--- src/rtl/i2cmon_pkg.sv ---
// Package: shared types for the two-wire frame observer.
// Assumes nothing beyond the enum being used by the detector and the frame tracker.
package i2cmon_pkg;
    typedef enum logic [1:0] {
        COND_NONE  = 2'd0,
        COND_START = 2'd1,
        COND_STOP  = 2'd2
    } cond_e;
endpackage

--- src/rtl/i2cmon_sync.sv ---
// Module: i2cmon_sync
// Carries one asynchronous line level into the clk domain through STAGES flops.
// Assumes the idle level of the line is high; reset loads ones.
module i2cmon_sync #(
    parameter int STAGES = 2
) (
    input  logic clk,
    input  logic rst_n,
    input  logic d,
    output logic q
);
    logic [STAGES-1:0] chain;

    // Shift the line level through the synchronizer chain.
    always_ff @(posedge clk) begin
        if (!rst_n) chain <= '1;
        else        chain <= {chain[STAGES-2:0], d};
    end

    assign q = chain[STAGES-1];
endmodule

--- src/rtl/i2cmon_cond.sv ---
// Module: i2cmon_cond
// Compares the synchronized lines with their previous values and reports
// frame boundaries and SCL rising edges. Assumes lines idle high after reset.
module i2cmon_cond
    import i2cmon_pkg::*;
(
    input  logic  clk,
    input  logic  rst_n,
    input  logic  scl,
    input  logic  sda,
    output cond_e cond,
    output logic  scl_rise
);
    logic scl_prev, sda_prev;
    logic scl_held;

    // Remember the previous synchronized levels.
    always_ff @(posedge clk) begin
        if (!rst_n) begin
            scl_prev <= 1'b1;
            sda_prev <= 1'b1;
        end else begin
            scl_prev <= scl;
            sda_prev <= sda;
        end
    end

    // Classify the current sample: SDA edges while SCL stays high are boundaries.
    always_comb begin
        scl_held = scl && scl_prev;
        cond     = COND_NONE;
        if (scl_held && sda_prev && !sda)      cond = COND_START;
        else if (scl_held && !sda_prev && sda) cond = COND_STOP;
        scl_rise = scl && !scl_prev;
    end
endmodule

--- src/rtl/i2cmon_frame.sv ---
// Module: i2cmon_frame
// Tracks bus busy state, counts bit slots, assembles bytes and the acknowledge,
// and latches the address byte. Assumes boundary and edge inputs never coincide.
module i2cmon_frame
    import i2cmon_pkg::*;
#(
    parameter int DATA_W = 8
) (
    input  logic              clk,
    input  logic              rst_n,
    input  cond_e             cond,
    input  logic              scl_rise,
    input  logic              sda,
    output logic              start_o,
    output logic              rstart_o,
    output logic              stop_o,
    output logic              busy_o,
    output logic              byte_valid_o,
    output logic [DATA_W-1:0] byte_o,
    output logic              ack_o,
    output logic              addr_byte_o,
    output logic [DATA_W-2:0] addr_o,
    output logic              rw_o
);
    localparam int CNT_W = $clog2(DATA_W + 1);
    localparam logic [CNT_W-1:0] ACK_SLOT = CNT_W'(DATA_W);

    logic [CNT_W-1:0]  bit_cnt;
    logic [DATA_W-1:0] shreg;
    logic              first_pending;

    // Frame state, byte assembly and registered outputs.
    always_ff @(posedge clk) begin
        if (!rst_n) begin
            start_o       <= 1'b0;
            rstart_o      <= 1'b0;
            stop_o        <= 1'b0;
            busy_o        <= 1'b0;
            byte_valid_o  <= 1'b0;
            byte_o        <= '0;
            ack_o         <= 1'b0;
            addr_byte_o   <= 1'b0;
            addr_o        <= '0;
            rw_o          <= 1'b0;
            bit_cnt       <= '0;
            shreg         <= '0;
            first_pending <= 1'b0;
        end else begin
            start_o      <= 1'b0;
            rstart_o     <= 1'b0;
            stop_o       <= 1'b0;
            byte_valid_o <= 1'b0;
            case (cond)
                COND_START: begin
                    if (busy_o) rstart_o <= 1'b1;
                    else        start_o  <= 1'b1;
                    busy_o        <= 1'b1;
                    bit_cnt       <= '0;
                    first_pending <= 1'b1;
                end
                COND_STOP: begin
                    stop_o  <= 1'b1;
                    busy_o  <= 1'b0;
                    bit_cnt <= '0;
                end
                default: begin
                    if (scl_rise && busy_o) begin
                        if (bit_cnt == ACK_SLOT) begin
                            byte_valid_o  <= 1'b1;
                            byte_o        <= shreg;
                            ack_o         <= !sda;
                            addr_byte_o   <= first_pending;
                            if (first_pending) begin
                                addr_o <= shreg[DATA_W-1:1];
                                rw_o   <= shreg[0];
                            end
                            first_pending <= 1'b0;
                            bit_cnt       <= '0;
                        end else begin
                            shreg   <= {shreg[DATA_W-2:0], sda};
                            bit_cnt <= bit_cnt + 1'b1;
                        end
                    end
                end
            endcase
        end
    end
endmodule

--- src/rtl/i2c_frame_monitor.sv ---
// Module: i2c_frame_monitor (top)
// Passive observer of a two-wire bus: synchronizes both lines, finds frame
// boundaries and decodes bytes. Never drives the bus. Assumes clk is at least
// several times faster than SCL so every SCL phase is sampled.
module i2c_frame_monitor
    import i2cmon_pkg::*;
#(
    parameter int DATA_W      = 8,
    parameter int SYNC_STAGES = 2
) (
    input  logic              clk,
    input  logic              rst_n,
    input  logic              scl_i,
    input  logic              sda_i,
    output logic              start_o,
    output logic              rstart_o,
    output logic              stop_o,
    output logic              busy_o,
    output logic              byte_valid_o,
    output logic [DATA_W-1:0] byte_o,
    output logic              ack_o,
    output logic              addr_byte_o,
    output logic [DATA_W-2:0] addr_o,
    output logic              rw_o
);
    localparam int NUM_LINES = 2;

    logic [NUM_LINES-1:0] raw_lines;
    logic [NUM_LINES-1:0] syn_lines;
    cond_e                cond;
    logic                 scl_rise;

    assign raw_lines = {scl_i, sda_i};

    // One synchronizer per line.
    for (genvar g = 0; g < NUM_LINES; g++) begin : g_sync
        i2cmon_sync #(.STAGES(SYNC_STAGES)) u_sync (
            .clk   (clk),
            .rst_n (rst_n),
            .d     (raw_lines[g]),
            .q     (syn_lines[g])
        );
    end

    i2cmon_cond u_cond (
        .clk      (clk),
        .rst_n    (rst_n),
        .scl      (syn_lines[1]),
        .sda      (syn_lines[0]),
        .cond     (cond),
        .scl_rise (scl_rise)
    );

    i2cmon_frame #(.DATA_W(DATA_W)) u_frame (
        .clk          (clk),
        .rst_n        (rst_n),
        .cond         (cond),
        .scl_rise     (scl_rise),
        .sda          (syn_lines[0]),
        .start_o      (start_o),
        .rstart_o     (rstart_o),
        .stop_o       (stop_o),
        .busy_o       (busy_o),
        .byte_valid_o (byte_valid_o),
        .byte_o       (byte_o),
        .ack_o        (ack_o),
        .addr_byte_o  (addr_byte_o),
        .addr_o       (addr_o),
        .rw_o         (rw_o)
    );
endmodule

--- config.mk ---
export PLATFORM = sky130hd
export DESIGN_NAME = i2c_frame_monitor
export DESIGN_NICKNAME = d
export VERILOG_FILES = /design/src/rtl/i2cmon_pkg.sv /design/src/rtl/i2cmon_sync.sv /design/src/rtl/i2cmon_cond.sv /design/src/rtl/i2cmon_frame.sv /design/src/rtl/i2c_frame_monitor.sv
export SDC_FILE = /design/constraint.sdc
export NUM_CORES = 1
export LEC_CHECK = 0
export ABC_AREA = 0
export ABC_CLOCK_PERIOD_IN_PS = 1400
export BUFFER_PORTS_ARGS = -buffer_cell sky130_fd_sc_hd__buf_2
export CAP_MARGIN = 20
export CORE_MARGIN = 8
export CORE_UTILIZATION = 49
export CTS_CLUSTER_SIZE = 8
export DETAILED_ROUTE_END_ITERATION = 16
export PLACE_DENSITY = 0.74
export SLEW_MARGIN = 15
export SYNTH_ARGS = -nofsm -noshare
export SYNTH_HDL_FRONTEND = slang
export SYNTH_SLANG_ARGS = --single-unit
--- constraint.sdc ---
create_clock -name clk -period 1.4 [get_ports clk]
set_input_delay 0.14 -clock clk [delete_from_list [all_inputs] [get_ports clk]]
set_output_delay 0.14 -clock clk [all_outputs]
set_load 0.02 [all_outputs]
==> results.json <==
{
  "hold_class": "in2reg",
  "row_count": 21,
  "grt_pass1_wl_um": 6085,
  "synth_edf_count": 0,
  "dr_total_vias": 1373,
  "ys_async_sr_fraction_pct": 0,
  "startpoint": "u_frame.bit_cnt[0]$_SDFFE_PP0N_",
  "gp_congestion": 0.8029,
  "synthCells": 178,
  "antenna_left": 0,
  "synth_area_leaders": "dfxtp_1 (52%), a21oi_1 (7.1%), o21ai_0 (6.5%), nand3_1 (5.9%), nand2_1 (5.1%)",
  "area_growth_syn_to_layout_pct": 16.49,
  "max_stage_delay_ns": 0.33,
  "maxCapViolCount": 0,
  "synth_flop_cell": "dfxtp_1",
  "path_cells": "inv_1, ha_1, and3b_1, and3_4, mux2i_1",
  "routedWlPerCell_um": 13.75,
  "clk_latency_ns": 0.35,
  "die_area_um2": 5413,
  "numCtsBuffers": 5,
  "die_x_um": 73.57,
  "max_freq_mhz": 752.6,
  "antenna_found_initial": 0,
  "cts_setup_buffers": 0,
  "first_global_vias": 1383,
  "crit_buf_inv": 1,
  "yosysUniqueCellTypes": 28,
  "dr.pass1.iters": 4,
  "placed_cells": 247,
  "synth-seq-cells": 42,
  "drive_gt1_share_pct": 23.70,
  "path_clk_slew_ns": 0.12,
  "grt_overflow": 0,
  "critPathArrivalTime_ns": 1.61,
  "synth_top_cells_by_count": "dfxtp_1 (42), a21oi_1 (23), nand2_1 (22)",
  "fillCellCount": 308,
  "hp-start": "rst_n",
  "wirelength_um": 3535,
  "synth_top_area_share_pct": 51.77,
  "fin_nets": 216,
  "yosysMostFrequentCell": "dfxtp_1",
  "clock_path_buffers": 2,
  "drc_errors": 0,
  "grt_max_degree": 22,
  "synth_nets": 184,
  "dpl-instance-area_um2": 1809,
  "min_period_ns": 1.329,
  "timing.hold.ws_ns": 0.03977,
  "startpoint_type": "flip-flop",
  "tns_ns": 0,
  "drv_slew": 0,
  "clock-sinks": 42,
  "fin_skew_ns": 0.007427,
  "vias_per_cell": 5.342,
  "n_antenna_cell": 0,
  "cp.required_ns": 1.68,
  "finalInstanceArea_um2": 1892,
  "r2r-start": "u_frame.bit_cnt[0]$_SDFFE_PP0N_",
  "slowest_stage": "dfxtp_1",
  "portBuffers": 26,
  "max-slew-margin-rel_pct": 77.61,
  "dr.first_iter.drc_count": 142,
  "p_leak_nw": 0.7395,
  "avgSynthCellArea_um2": 9.124,
  "root_buffer": "clkbuf_4",
  "cp_top_family": "simple AND/OR/NAND/NOR gates",
  "syn-cell-area_um2": 1624,
  "cp_num_cells": 5,
  "worstRegToRegCells": 5,
  "ios": 27,
  "min_path_cells": 2,
  "power.density_nw_per_um2": 1003,
  "rsz0062_at_grt": "true",
  "htree_num_levels": 2,
  "cts_tree": "yes",
  "grt_usage_pct": 14.48,
  "ys_seq_area_share_pct": 51.77,
  "criticalPathCategory": "reg2reg",
  "endpoint_kind": "flip-flop",
  "worstMarginPinSlew_ns": 0.3359,
  "die_h_um": 73.57,
  "peakVddDrop_mv": 0.6437,
  "core_um2": 3258,
  "min_period_over_period_pct": 94.91,
  "status": "completed",
  "start_util_pct": 49.85,
  "hpwl_um": 2619,
  "crit_path_max_fanout": 8,
  "finalNonFillerCells": 257,
  "ys_warn_count": 0,
  "synth.largest_area_cell": "dfxtp_1",
  "hold_viol_final": 0,
  "setup_viol": 0
}
## worst reg2reg max path: stages, from the launching register on
cell     delay, ns
dfxtp_1       0.33
inv_1         0.07
ha_1          0.16
and3b_1       0.20
and3_4        0.29
mux2i_1       0.23
## cells in the final DEF, fill, tap and decap left out, drive strengths merged
cell type,instances
nand3,19
and3b,2
or3,2
xnor2,1
dlygate4sd3,2
ha,2
and3,1
buf,36
nand2,22
clkinv,1
a21o,1
o21ai,21
a21oi,23
nor2,1
nand3b,2
clkbuf,7
nand2b,5
o221ai,1
nor4,1
mux2i,8
dfxtp,42
a311oi,1
inv,6
o221a,1
nor3,3
## kinds of logic (layout without fill, tap and decap cells)
logic type	Yosys count	in the layout	synth area share [%]
muxes	8	8	4.931
adders and majority gates	2	2	1.541
buffers and inverters	19	52	6.163
AOI/OAI and AO/OA	48	48	16.18
and+or+nand+nor	58	58	18.87
xor gates and xnor gates	1	1	0.5394
DFF	42	42	51.77
## routing by layer
layer  wire [µm]  global-route usage [%]  vias up
li1            -                       -      680
met1        1457                   15.26      651
met3         179                   5.184        9
met2        1828                   24.70       33
met4          70                   7.317        0
met5           0                       0        -
## sequential cells by signal, summed over array words and instances, names as in the netlist, 4 cells and up
name	flops
u_frame.addr_o	7
u_frame.bit_cnt	4
g_sync.u_sync.chain	4
u_frame.shreg	8
u_frame.byte_o	8
## layout make-up
type / count / area, µm² / area share [%]
Inverter: 6 / 22.52 / 1.190
Multi-Input combinational cell: 117 / 683.2 / 36.11
Sequential cell: 42 / 843.3 / 44.58
Clock buffer: 7 / 55.05 / 2.910
Clock inverter: 1 / 5.005 / 0.2646
Tap cell: 46 / 57.56 / 3.042
Timing Repair Buffer: 38 / 225.2 / 11.90
## power breakdown
group          internal (W)  switching, W   total, W  leakage, nW
clock              0.000244      0.000370   0.000614       0.0353
combinational     0.0000255     0.0000407  0.0000662        0.364
sequential          0.00121     0.0000115    0.00122        0.340
## repair_timing
item | CTS | global route
endpoints found under the setup margin | 0 | 7
hold endpoints to repair | 2 | 0
hold buffers | 2 | 0
gates resized for setup | 0 | 2
## final timing paths
check	endpoint	slack (ns)
hold reg to reg	g_sync[0].u_sync.chain[1]$_SDFF_PN1_	0.42
hold / removal	g_sync[0].u_sync.chain[0]$_SDFF_PN1_	0.04
setup / recovery	u_frame.addr_o[6]$_SDFFE_PN0P_	0.07
setup reg to reg	u_frame.addr_o[6]$_SDFFE_PN0P_	0.07
## metrics by stage
step	utilization (%)	total power [W]	setup WS, ns
global route	58.06	0.001974	-0.00005995
detailed placement	55.53	0.001306	0.05744
floorplan	-	0.001284	0.04212
global placement	55.53	0.001303	0.1248
CTS	57.99	0.001911	0.01949
finish	58.06	0.001898	0.07122
(Power assumes the default switching activity.)
